### config.mk
export PLATFORM = sky130hd
export DESIGN_NAME = alarm_timer_group
export DESIGN_NICKNAME = d
export VERILOG_FILES = /design/src/rtl/alarm_tmr_pkg.sv /design/src/rtl/tmr_prescale.sv /design/src/rtl/tmr_channel.sv /design/src/rtl/alarm_timer_group.sv
export SDC_FILE = /design/constraint.sdc
export NUM_CORES = 1
export LEC_CHECK = 0
export BUFFER_PORTS_ARGS = -buffer_cell sky130_fd_sc_hd__buf_2
export CELL_PAD_IN_SITES_DETAIL_PLACEMENT = 1
export CELL_PAD_IN_SITES_GLOBAL_PLACEMENT = 1
export CORE_MARGIN = 3
export CORE_UTILIZATION = 35
export DETAILED_ROUTE_END_ITERATION = 10
export GPL_ROUTABILITY_DRIVEN = 0
export PLACE_DENSITY = 0.57
export SYNTH_ARGS = -nofsm -noshare
export SYNTH_HDL_FRONTEND = slang
export SYNTH_SLANG_ARGS = --single-unit
### constraint.sdc
create_clock -name clk -period 6.7 [get_ports clk]
set_input_delay 0.335 -clock clk [delete_from_list [all_inputs] [get_ports clk]]
set_output_delay 0.335 -clock clk [all_outputs]
set_load 0.05 [all_outputs]
### src/rtl/alarm_tmr_pkg.sv
package alarm_tmr_pkg;

   // register window of one channel
   localparam int CH_SPAN  = 8;
   localparam int CH_OFS_W = 3;

   typedef enum logic [CH_OFS_W-1:0] {
      OFS_CFG   = 3'd0,
      OFS_LD_LO = 3'd1,
      OFS_LD_HI = 3'd2,
      OFS_AL_LO = 3'd3,
      OFS_AL_HI = 3'd4,
      OFS_SN_LO = 3'd5,
      OFS_SN_HI = 3'd6,
      OFS_STB   = 3'd7
   } ch_reg_e;

   // configuration word bit positions
   localparam int B_RUN    = 0;
   localparam int B_UP     = 1;
   localparam int B_RELOAD = 2;
   localparam int B_ARM    = 3;
   localparam int B_LVL    = 4;

   // strobe word bit positions
   localparam int S_SNAP = 0;
   localparam int S_LOAD = 1;

   // shared words, relative to the group base
   localparam int G_IEN  = 0;
   localparam int G_IST  = 1;
   localparam int G_ICLR = 2;
   localparam int G_IRAW = 3;
   localparam int G_SPAN = 4;

endpackage

### src/rtl/tmr_prescale.sv
module tmr_prescale #(
   parameter int DIV_W = 16
) (
   input  logic             clk,
   input  logic             rst_n,
   input  logic             run,
   input  logic             restart,
   input  logic [DIV_W-1:0] div,
   output logic             tick
);

   if (DIV_W < 2) begin : g_bad_div_w
      $error("tmr_prescale: DIV_W must be at least 2");
   end

   localparam logic [DIV_W-1:0] MIN_DIV = DIV_W'(2);

   logic [DIV_W-1:0] pcnt_q;
   logic [DIV_W-1:0] period;

   assign period = (div < MIN_DIV) ? MIN_DIV : div;
   assign tick   = run && (pcnt_q == period - DIV_W'(1));

   always_ff @(posedge clk or negedge rst_n) begin
      if (!rst_n)       pcnt_q <= '0;
      else if (restart) pcnt_q <= '0;
      else if (tick)    pcnt_q <= '0;
      else if (run)     pcnt_q <= pcnt_q + DIV_W'(1);
   end

   // period is at least two cycles, so ticks never come back to back
   assert_tick_spacing_R5: assert property (@(posedge clk) disable iff (!rst_n)
      tick |=> !tick);

   // the phase never runs past the current period
   assert_phase_range_R5: assert property (@(posedge clk) disable iff (!rst_n)
      pcnt_q < period);

endmodule

### src/rtl/tmr_channel.sv
module tmr_channel
   import alarm_tmr_pkg::*;
#(
   parameter int DATA_W = 32,
   parameter int DIV_W  = 16
) (
   input  logic                clk,
   input  logic                rst_n,
   input  logic                wr_en,
   input  logic [CH_OFS_W-1:0] wr_ofs,
   input  logic [DATA_W-1:0]   wr_data,
   input  logic [CH_OFS_W-1:0] rd_ofs,
   output logic [DATA_W-1:0]   rd_data,
   output logic                alarm_evt,
   output logic                lvl_ie
);

   localparam int CNT_W   = 2 * DATA_W;
   localparam int DIV_LSB = DATA_W - DIV_W;

   if (DIV_LSB <= B_LVL) begin : g_bad_layout
      $error("tmr_channel: divider field overlaps the control bits");
   end

   logic              cfg_run, cfg_up, cfg_reload, cfg_arm, cfg_lvl;
   logic [DIV_W-1:0]  cfg_div;
   logic [CNT_W-1:0]  count_q, load_q, alarm_q, snap_q;
   logic [CNT_W-1:0]  count_step;
   logic              cfg_wr, stb_wr, load_stb, snap_stb, restart, tick;
   logic [DIV_W-1:0]  new_div;

   assign cfg_wr   = wr_en && (wr_ofs == OFS_CFG);
   assign stb_wr   = wr_en && (wr_ofs == OFS_STB);
   assign load_stb = stb_wr && wr_data[S_LOAD];
   assign snap_stb = stb_wr && wr_data[S_SNAP];
   assign new_div  = wr_data[DATA_W-1:DIV_LSB];
   assign restart  = cfg_wr && (new_div != cfg_div);

   tmr_prescale #(.DIV_W(DIV_W)) u_pre (
      .clk     (clk),
      .rst_n   (rst_n),
      .run     (cfg_run),
      .restart (restart),
      .div     (cfg_div),
      .tick    (tick)
   );

   assign count_step = cfg_up ? count_q + CNT_W'(1) : count_q - CNT_W'(1);
   assign alarm_evt  = tick && cfg_arm && !load_stb && (count_step == alarm_q);
   assign lvl_ie     = cfg_lvl;

   // counter
   always_ff @(posedge clk or negedge rst_n) begin
      if (!rst_n)                        count_q <= '0;
      else if (load_stb)                 count_q <= load_q;
      else if (alarm_evt && cfg_reload)  count_q <= load_q;
      else if (tick)                     count_q <= count_step;
   end

   // configuration
   always_ff @(posedge clk or negedge rst_n) begin
      if (!rst_n) begin
         cfg_run    <= 1'b0;
         cfg_up     <= 1'b0;
         cfg_reload <= 1'b0;
         cfg_arm    <= 1'b0;
         cfg_lvl    <= 1'b0;
         cfg_div    <= '0;
      end else if (cfg_wr) begin
         cfg_run    <= wr_data[B_RUN];
         cfg_up     <= wr_data[B_UP];
         cfg_reload <= wr_data[B_RELOAD];
         cfg_arm    <= wr_data[B_ARM];
         cfg_lvl    <= wr_data[B_LVL];
         cfg_div    <= new_div;
      end else if (alarm_evt) begin
         cfg_arm    <= 1'b0;
      end
   end

   // load, alarm and snapshot words
   always_ff @(posedge clk or negedge rst_n) begin
      if (!rst_n) begin
         load_q  <= '0;
         alarm_q <= '0;
         snap_q  <= '0;
      end else begin
         if (wr_en && wr_ofs == OFS_LD_LO) load_q[DATA_W-1:0]      <= wr_data;
         if (wr_en && wr_ofs == OFS_LD_HI) load_q[CNT_W-1:DATA_W]  <= wr_data;
         if (wr_en && wr_ofs == OFS_AL_LO) alarm_q[DATA_W-1:0]     <= wr_data;
         if (wr_en && wr_ofs == OFS_AL_HI) alarm_q[CNT_W-1:DATA_W] <= wr_data;
         if (snap_stb)                     snap_q                  <= count_q;
      end
   end

   // read mux
   always_comb begin
      rd_data = '0;
      case (ch_reg_e'(rd_ofs))
         OFS_CFG: begin
            rd_data[B_RUN]    = cfg_run;
            rd_data[B_UP]     = cfg_up;
            rd_data[B_RELOAD] = cfg_reload;
            rd_data[B_ARM]    = cfg_arm;
            rd_data[B_LVL]    = cfg_lvl;
            rd_data[DATA_W-1:DIV_LSB] = cfg_div;
         end
         OFS_LD_LO: rd_data = load_q[DATA_W-1:0];
         OFS_LD_HI: rd_data = load_q[CNT_W-1:DATA_W];
         OFS_AL_LO: rd_data = alarm_q[DATA_W-1:0];
         OFS_AL_HI: rd_data = alarm_q[CNT_W-1:DATA_W];
         OFS_SN_LO: rd_data = snap_q[DATA_W-1:0];
         OFS_SN_HI: rd_data = snap_q[CNT_W-1:DATA_W];
         default:   rd_data = '0;
      endcase
   end

   assert_snap_capture_R2: assert property (@(posedge clk) disable iff (!rst_n)
      snap_stb |=> snap_q == $past(count_q));

   assert_load_take_R3: assert property (@(posedge clk) disable iff (!rst_n)
      load_stb |=> count_q == $past(load_q));

   assert_pause_hold_R6: assert property (@(posedge clk) disable iff (!rst_n)
      (!cfg_run && !load_stb) |=> count_q == $past(count_q));

   assert_alarm_disarm_R7: assert property (@(posedge clk) disable iff (!rst_n)
      (alarm_evt && !cfg_wr) |=> !cfg_arm);

   assert_alarm_reload_R7: assert property (@(posedge clk) disable iff (!rst_n)
      (alarm_evt && cfg_reload) |=> count_q == $past(load_q));

endmodule

### src/rtl/alarm_timer_group.sv
module alarm_timer_group
   import alarm_tmr_pkg::*;
#(
   parameter int NUM_CH = 2,
   parameter int DATA_W = 32,
   parameter int DIV_W  = 16,
   parameter int ADDR_W = 6
) (
   input  logic              clk,
   input  logic              rst_n,
   input  logic              wr_en,
   input  logic [ADDR_W-1:0] wr_addr,
   input  logic [DATA_W-1:0] wr_data,
   input  logic [ADDR_W-1:0] rd_addr,
   output logic [DATA_W-1:0] rd_data,
   output logic [NUM_CH-1:0] irq
);

   localparam int GRP_BASE = NUM_CH * CH_SPAN;
   localparam int IDX_W    = ADDR_W - CH_OFS_W;

   if (NUM_CH < 1 || NUM_CH > DATA_W) begin : g_bad_num_ch
      $error("alarm_timer_group: NUM_CH out of range");
   end
   if (GRP_BASE + G_SPAN > (1 << ADDR_W)) begin : g_bad_addr_w
      $error("alarm_timer_group: ADDR_W too small for the register map");
   end

   logic [NUM_CH-1:0] evt, lvl, ien_q, raw_q, clr_mask;
   logic [NUM_CH-1:0] ch_wr;
   logic [DATA_W-1:0] ch_rd [NUM_CH];
   logic              wr_in_ch, ien_wr, iclr_wr;

   assign wr_in_ch = int'(wr_addr) < GRP_BASE;
   assign ien_wr   = wr_en && (wr_addr == ADDR_W'(GRP_BASE + G_IEN));
   assign iclr_wr  = wr_en && (wr_addr == ADDR_W'(GRP_BASE + G_ICLR));
   assign clr_mask = iclr_wr ? wr_data[NUM_CH-1:0] : '0;

   for (genvar i = 0; i < NUM_CH; i++) begin : g_ch
      assign ch_wr[i] = wr_en && wr_in_ch
                        && (wr_addr[ADDR_W-1:CH_OFS_W] == IDX_W'(i));

      tmr_channel #(.DATA_W(DATA_W), .DIV_W(DIV_W)) u_ch (
         .clk       (clk),
         .rst_n     (rst_n),
         .wr_en     (ch_wr[i]),
         .wr_ofs    (wr_addr[CH_OFS_W-1:0]),
         .wr_data   (wr_data),
         .rd_ofs    (rd_addr[CH_OFS_W-1:0]),
         .rd_data   (ch_rd[i]),
         .alarm_evt (evt[i]),
         .lvl_ie    (lvl[i])
      );

      // clearing only removes a bit when no alarm lands on the same edge
      assert_clear_R8: assert property (@(posedge clk) disable iff (!rst_n)
         (iclr_wr && wr_data[i] && !evt[i]) |=> !raw_q[i]);

      // status stays pending until it is cleared, whatever the mask does
      assert_sticky_R8: assert property (@(posedge clk) disable iff (!rst_n)
         (raw_q[i] && !(iclr_wr && wr_data[i])) |=> raw_q[i]);

      // an alarm always leaves the pending bit set
      assert_evt_sets_R7: assert property (@(posedge clk) disable iff (!rst_n)
         evt[i] |=> raw_q[i]);
   end

   always_ff @(posedge clk or negedge rst_n) begin
      if (!rst_n) begin
         ien_q <= '0;
         raw_q <= '0;
      end else begin
         if (ien_wr) ien_q <= wr_data[NUM_CH-1:0];
         raw_q <= evt | (raw_q & ~clr_mask);
      end
   end

   assign irq = raw_q & ien_q & lvl;

   always_comb begin
      rd_data = '0;
      if (int'(rd_addr) < GRP_BASE) begin
         for (int i = 0; i < NUM_CH; i++) begin
            if (rd_addr[ADDR_W-1:CH_OFS_W] == IDX_W'(i)) rd_data = ch_rd[i];
         end
      end else if (rd_addr == ADDR_W'(GRP_BASE + G_IEN)) begin
         rd_data[NUM_CH-1:0] = ien_q;
      end else if (rd_addr == ADDR_W'(GRP_BASE + G_IST)) begin
         rd_data[NUM_CH-1:0] = raw_q & ien_q;
      end else if (rd_addr == ADDR_W'(GRP_BASE + G_IRAW)) begin
         rd_data[NUM_CH-1:0] = raw_q;
      end
   end

endmodule

---- Word level (Yosys, flattened, before mapping) ----
Cells that the tools add are included.
operators by class
  add/sub/neg operators ................... 8
  $lt $le $gt $ge ......................... 4
  eq/ne operators ......................... 24
  multiplexer cells ....................... 34
  bitwise operators ....................... 5
  reductions and logical operators ........ 45
operators by type and width
  kind                                                                           number
  64-bit two-way mux                                                             8
  16-bit case mux with 7 select lines                                            2
  11-bit case mux with 6 select lines                                            2
  64-bit by 1-bit adder with 64-bit output, second input constant                2
  64-bit equality test                                                           2
  16-bit two-way mux                                                             8
  64-bit by 1-bit subtractor with 64-bit output, second input constant           2
  5-bit case mux with 7 select lines                                             2
  32-bit two-way mux                                                             2
  1-bit logical AND                                                              33
  16-bit by 1-bit adder with 16-bit output, second input constant                2
  16-bit equality test                                                           2
  16-bit by 2-bit less-than comparator with 1-bit output, second input constant  2
  16-bit != test                                                                 2
  16-bit by 1-bit subtractor with 16-bit output, second input constant           2
  6-bit by 5-bit equality test with 1-bit output, second input constant          5
  30-bit two-way mux                                                             1
  3-bit equality test, second input constant                                     5
  3-bit by 1-bit equality test with 1-bit output, second input constant          4
  3-bit by 2-bit equality test with 1-bit output, second input constant          4
  3-bit logical NOT                                                              4
  6-bit by 5-bit less-than comparator with 1-bit output, second input constant   2
  3-bit nonzero test                                                             4
  2-bit two-way mux                                                              5
  other kinds (6)                                                                13
storage, ports and cells
  register bits ........................... 590
  input port bits ......................... 47
  output and inout port bits .............. 34
  word-level logic and storage cells ...... 148

---- Depth between registers and ports, before layout ----
  depth after elaboration ................. 11
  depth in mapped cells ................... 20
  gate-level depth less buffers ........... 17

---- Modules after synthesis ----
From an unflattened synthesis, not the netlist that was laid out.
unflattened totals
  cells, all modules ...................... 4,603
  area, all modules ....................... 44,382.6 µm²
by module, submodules not included
  module                       instances  cells each  area each (µm²)  seq. area each (µm²)
  tmr_channel at g_ch[1].u_ch  1          2,199       21,022.7         6,931.6
  tmr_channel at g_ch[0].u_ch  1          1,933       19,313.5         6,931.6
  tmr_prescale                 2          185         1,639.1          400.4
  alarm_timer_group            1          101         768.2            100.1

---- Worst setup path after synthesis ----
No wires, ideal clock.
  kind .................................... reg-to-reg
  start point ............................. register g_ch[0].u_ch.cfg_up
  end point ............................... register g_ch[0].u_ch.count_q[60]
  library setup time ...................... 0.127 ns
  arrival time ............................ 5.754 ns
  required time ........................... 6.573 ns
  slack ................................... 0.819 ns
  cell stages (with the launch flop) ...... 18
  path buffers ............................ 4
  clock period less this slack ............ 5.881 ns
  path through ............................ dfrtp_1 -> inv_1 -> ha_1 -> clkbuf_1 -> a21oi_1 -> o21ai_1 -> o311a_1 -> or3_1 -> clkbuf_1 -> o2111ai_1 -> o41ai_1 -> or4_1 -> or4_1 -> nor4_1 -> a31oi_1 -> clkbuf_1 -> buf_1 -> mux2_1
between the ends
  longest elaborated chain between the ends .. 6
  elaborated cells on any way between the ends .. 8
  classes of those cells .................. 1 x eq/ne; 4 x mux; 3 x reduce/logical
RTL lines
  item                    line               text
  start, declared         tmr_channel.sv:25  logic cfg_run, cfg_up, cfg_reload, cfg_arm, cfg_lvl;
  start signal, assigned  tmr_channel.sv:71  cfg_up <= wr_data[B_UP];
  64-bit two-way mux (*)  tmr_channel.sv:48  assign count_step = cfg_up ? count_q + CNT_W'(1) : count_q - CNT_W'(1);
  64-bit equality test    tmr_channel.sv:49  assign alarm_evt = tick && cfg_arm && !load_stb && (count_step == alarm_q);
  1-bit logical AND       tmr_channel.sv:49
  1-bit logical AND       tmr_channel.sv:56  else if (alarm_evt && cfg_reload) count_q <= load_q;
  64-bit two-way mux      tmr_channel.sv:56
  64-bit two-way mux      tmr_channel.sv:55  else if (load_stb) count_q <= load_q;
  end signal, assigned    tmr_channel.sv:55
  end signal, assigned    tmr_channel.sv:56
  end signal, assigned    tmr_channel.sv:57  else if (tick) count_q <= count_step;
  end, declared           tmr_channel.sv:27  logic [CNT_W-1:0] count_q, load_q, alarm_q, snap_q;
Mark *: on every way between the ends. The rest lies on a longest branch, timed or not. The select of a mux whose other input is x is not followed.
A chain may end at the register's enable or synchronous reset.

---- Worst setup path in the final report ----
  start point ............................. register g_ch[0].u_ch.cfg_up
  end point ............................... register g_ch[0].u_ch.cfg_arm
between the ends
  longest elaborated chain between the ends .. 4
RTL lines
  item                                 line               text
  64-bit two-way mux                   tmr_channel.sv:48
  64-bit equality test                 tmr_channel.sv:49
  1-bit logical AND                    tmr_channel.sv:49
  2-bit nonzero test (no source line)  --
  end signal, assigned                 tmr_channel.sv:73  cfg_arm <= wr_data[B_ARM];
  end, declared                        tmr_channel.sv:25
Every way passes these cells.

==> metrics.cfg <==
[detailed_routing]
wirelength_um=202700
routedWlPerCell_um=32.14
vias=39260
dr.pass1.iters=5
via_per_inst=6.225
drc_errors=0
drt_iter0_markers=3513
drtAntennaViolNets=0

[placement]
dp.cells=6171
port_buffers=80
place_area_um2=45680
hpwlAfterDp_um=157700

[pwr]
switchingPower_w=0.005813
combPwrFrac_pct=39.0
p_int_w=0.008276
p_leak_nw=21.12
power.density_nw_per_um2=292.4
vdd_ir_drop_max_mv=0.2048
switching_share_pct=41.26
power_frac_clock_pct=29.6
seqPwrFrac_pct=31.5

[clocking]
clockRootBuffer=clkbuf_16
htree_levels=3
clkTransAtPathRegs_ps=70
clock_latency_ps=650
cts_sinks=590
clockBufferDepth=3
numCtsBuffers=75
cts_tree=done

[sta]
slew_violations=0
hold_viol_final=0
fin_crit_ps=6503
slew_headroom_pct=13.06
hold_ws_ps=123.9
max_freq_mhz=153.8
finalSetupViolCount=0
setup_tns_ps=0
fin_skew_ps=28.52
period_share_pct=97.06
rsz0062_at_grt=false
worstMarginPinSlew_ps=1293

[synthesis]
postSynthAreaPerCell_um2=9.294
synth-edff-count=0
yosysWarnings=0
ys_types=94
ys_seq_elements=590
synthArstFlopShare_pct=100.0
synth_cells=4661
syn_area_um2=43320
synth.yosys.seq_area_share_pct=34.08
ys.flop_type=dfrtp_1
synth_fp_nets=4838

[final_layout]
area_delta_synth_final_pct=11.22
final_cell_mix=dfrtp_1, mux2_2, nand2_1, nor2_1, a21oi_1
fin_area_um2=48180
fin_nets=4801
final_layout_size_suffix_gt1_share_pct=20.79
final_common_cell=dfrtp_1
nFillCells=13970
post_layout_nonfiller_instances=6307

[floorplan]
core-area_um2=122400
start_util_pct=35.40
dieWidth_um=357.8
row_count=128
die_h_um=357.8
io_pins=81
die_area_um2=128000

[setup_path]
worstPathArrival_ps=7030
critPathRequiredTime_ps=7230
crit_fanout=50
path_class=reg2reg
cp-start-kind=register
crit_path_end_kind=register

[grt]
grt_pass1_vias=38950
antenna_found_initial=14
grt_use_total_pct=31.01
grt_max_degree=150
grt_pass1_wl_um=289900
overflow=0

[worst_hold_path]
worst_hold_path_type=in2reg

[job]
maxCapViolCount=0

[status]
status=finished clean

## registers in the layout, indices dropped and copies added, names as in the netlist
signal and count:
g_ch.u_ch.alarm_q 128, g_ch.u_ch.count_q 128, g_ch.u_ch.load_q 128, g_ch.u_ch.snap_q 128, g_ch.u_ch.cfg_div 32, g_ch.u_ch.u_pre.pcnt_q 32, g_ch.u_ch.cfg_arm 2, g_ch.u_ch.cfg_reload 2
g_ch.u_ch.cfg_run 2, g_ch.u_ch.cfg_up 2, g_ch.u_ch.lvl_ie 2, ien_q 2, raw_q 2
## final cells by class
| class | instances | area (um^2) | share of cell area (%) |
|---|---|---|---|
| multi-input combinational | 3670 | 27160 | 56.37 |
| antenna | 1 | 2.502 | 0.005194 |
| tap | 1625 | 2033 | 4.220 |
| timing repair buffer | 199 | 1405 | 2.916 |
| sequential | 590 | 14760 | 30.64 |
| clock inverter | 25 | 307.8 | 0.6388 |
| inverter | 88 | 330.3 | 0.6856 |
| clock buffer | 109 | 2176 | 4.516 |
## through the flow
stage,setup slack [ps],power [W],util (%)
after CTS,270.1,0.01405,39.37
after global placement,480.6,0.009794,37.33
after floorplan,818.6,0.007638,-
after global routing,10.76,0.01468,39.37
final,196.9,0.01409,39.38
after detailed placement,338.0,0.009813,37.33
## worst paths after layout
kind | from | endpoint | slack (ps) | depth (start not counted)
hold / removal | wr_data[7] | g_ch[1].u_ch.load_q[7]$_DFFE_PN0P_ | 120 | 2
min in group asynchronous | rst_n | g_ch[0].u_ch.u_pre.pcnt_q[1]$_DFFE_PN0P_ | 260 | 2
max in group asynchronous | rst_n | g_ch[0].u_ch.count_q[11]$_DFFE_PN0P_ | 4920 | 3
hold reg to reg | g_ch[0].u_ch.snap_q[34]$_DFFE_PN0P_ | g_ch[0].u_ch.snap_q[34]$_DFFE_PN0P_ | 500 | 1
setup reg to reg | g_ch[0].u_ch.cfg_up$_DFFE_PN0P_ | g_ch[0].u_ch.cfg_arm$_DFFE_PN0P_ | 200 | 15
setup / recovery | g_ch[0].u_ch.cfg_up$_DFFE_PN0P_ | g_ch[0].u_ch.cfg_arm$_DFFE_PN0P_ | 200 | 15
## power by group through the flow
stage                     sequential, W  clock, W  combinational, W
final                           0.00443   0.00417           0.00549
after global routing            0.00447   0.00441           0.00580
after CTS                       0.00442   0.00426           0.00536
after detailed placement        0.00449         0           0.00533
after global placement          0.00447         0           0.00532
after floorplan                 0.00419         0           0.00345
## cells by family (layout without fill, tap and decap cells)
kind of cell | after synthesis | after routing | share of synthesized area (%)
xor+xnor | 334 | 334 | 7.365
buf+inv | 401 | 421 | 3.567
other cells | 0 | 1 | 0
flops | 590 | 590 | 34.08
fa+ha+maj | 130 | 130 | 3.790
simple gates | 1369 | 1369 | 15.99
mux | 725 | 725 | 18.89
compound gates | 1112 | 1112 | 16.31
## Yosys cell counts (all sizes together), types with 14 or more instances
library cell | n | area (um^2)
a21oi | 303 | 1520
mux4 | 16 | 360.4
mux2 | 581 | 6543
nand3 | 77 | 385.4
nand2 | 379 | 1423
xor2 | 136 | 1191
and2 | 28 | 175.2
a2111oi | 22 | 192.7
a211o | 14 | 122.6
and4 | 22 | 192.7
o21a | 38 | 285.3
xnor2 | 179 | 1568
nand4 | 131 | 819.5
nor2b | 28 | 175.2
a21o | 39 | 292.8
and3 | 47 | 294.0
nor2 | 325 | 1220
dfrtp | 590 | 14760
nand2b | 38 | 237.7
nand3b | 16 | 120.1
mux2i | 128 | 1281
or2 | 17 | 106.4
o211ai | 44 | 330.3
a22oi | 48 | 360.4
xnor3 | 16 | 360.4
a221oi | 32 | 280.3
a211oi | 58 | 435.4
a31oi | 28 | 175.2
o21ai | 309 | 1546
o2111ai | 24 | 210.2
o22ai | 14 | 87.58
o31ai | 14 | 105.1
buf | 44 | 205.2
inv | 87 | 326.6
clkbuf | 269 | 1010
nor4 | 57 | 371.6
or4 | 29 | 221.5
ha | 128 | 1602
nor3 | 87 | 446.7
or3 | 23 | 143.9
## per-layer routing
| layer | track usage, % | share of wire [%] | up-vias |
|---|---|---|---|
| met5 | 0 | 0.0099 | - |
| met4 | 12.98 | 4.8 | 2 |
| met3 | 4.054 | 5.5 | 339 |
| met2 | 49.61 | 46 | 1283 |
| met1 | 42.20 | 44 | 20450 |
| li1 | - | - | 17190 |
## timing repair
item	in CTS	in global routing
setup endpoints to repair	0	1
resized for setup	0	1
setup buffers	0	0
hold endpoints to repair	66	0
hold buffers	1	0
## worst max-delay path: stages (launching register included)
cell	delay, ps
dfrtp_1	430
inv_2	300
buf_12	330
ha_1	480
nand4_1	310
or2_2	480
nor4_1	380
o311a_1	430
or3_1	370
o311ai_0	290
a2111oi_0	570
o2111ai_1	180
or4_1	490
or4_1	470
or4_1	590
a22o_1	240
Power figures use the tool's default switching activity.
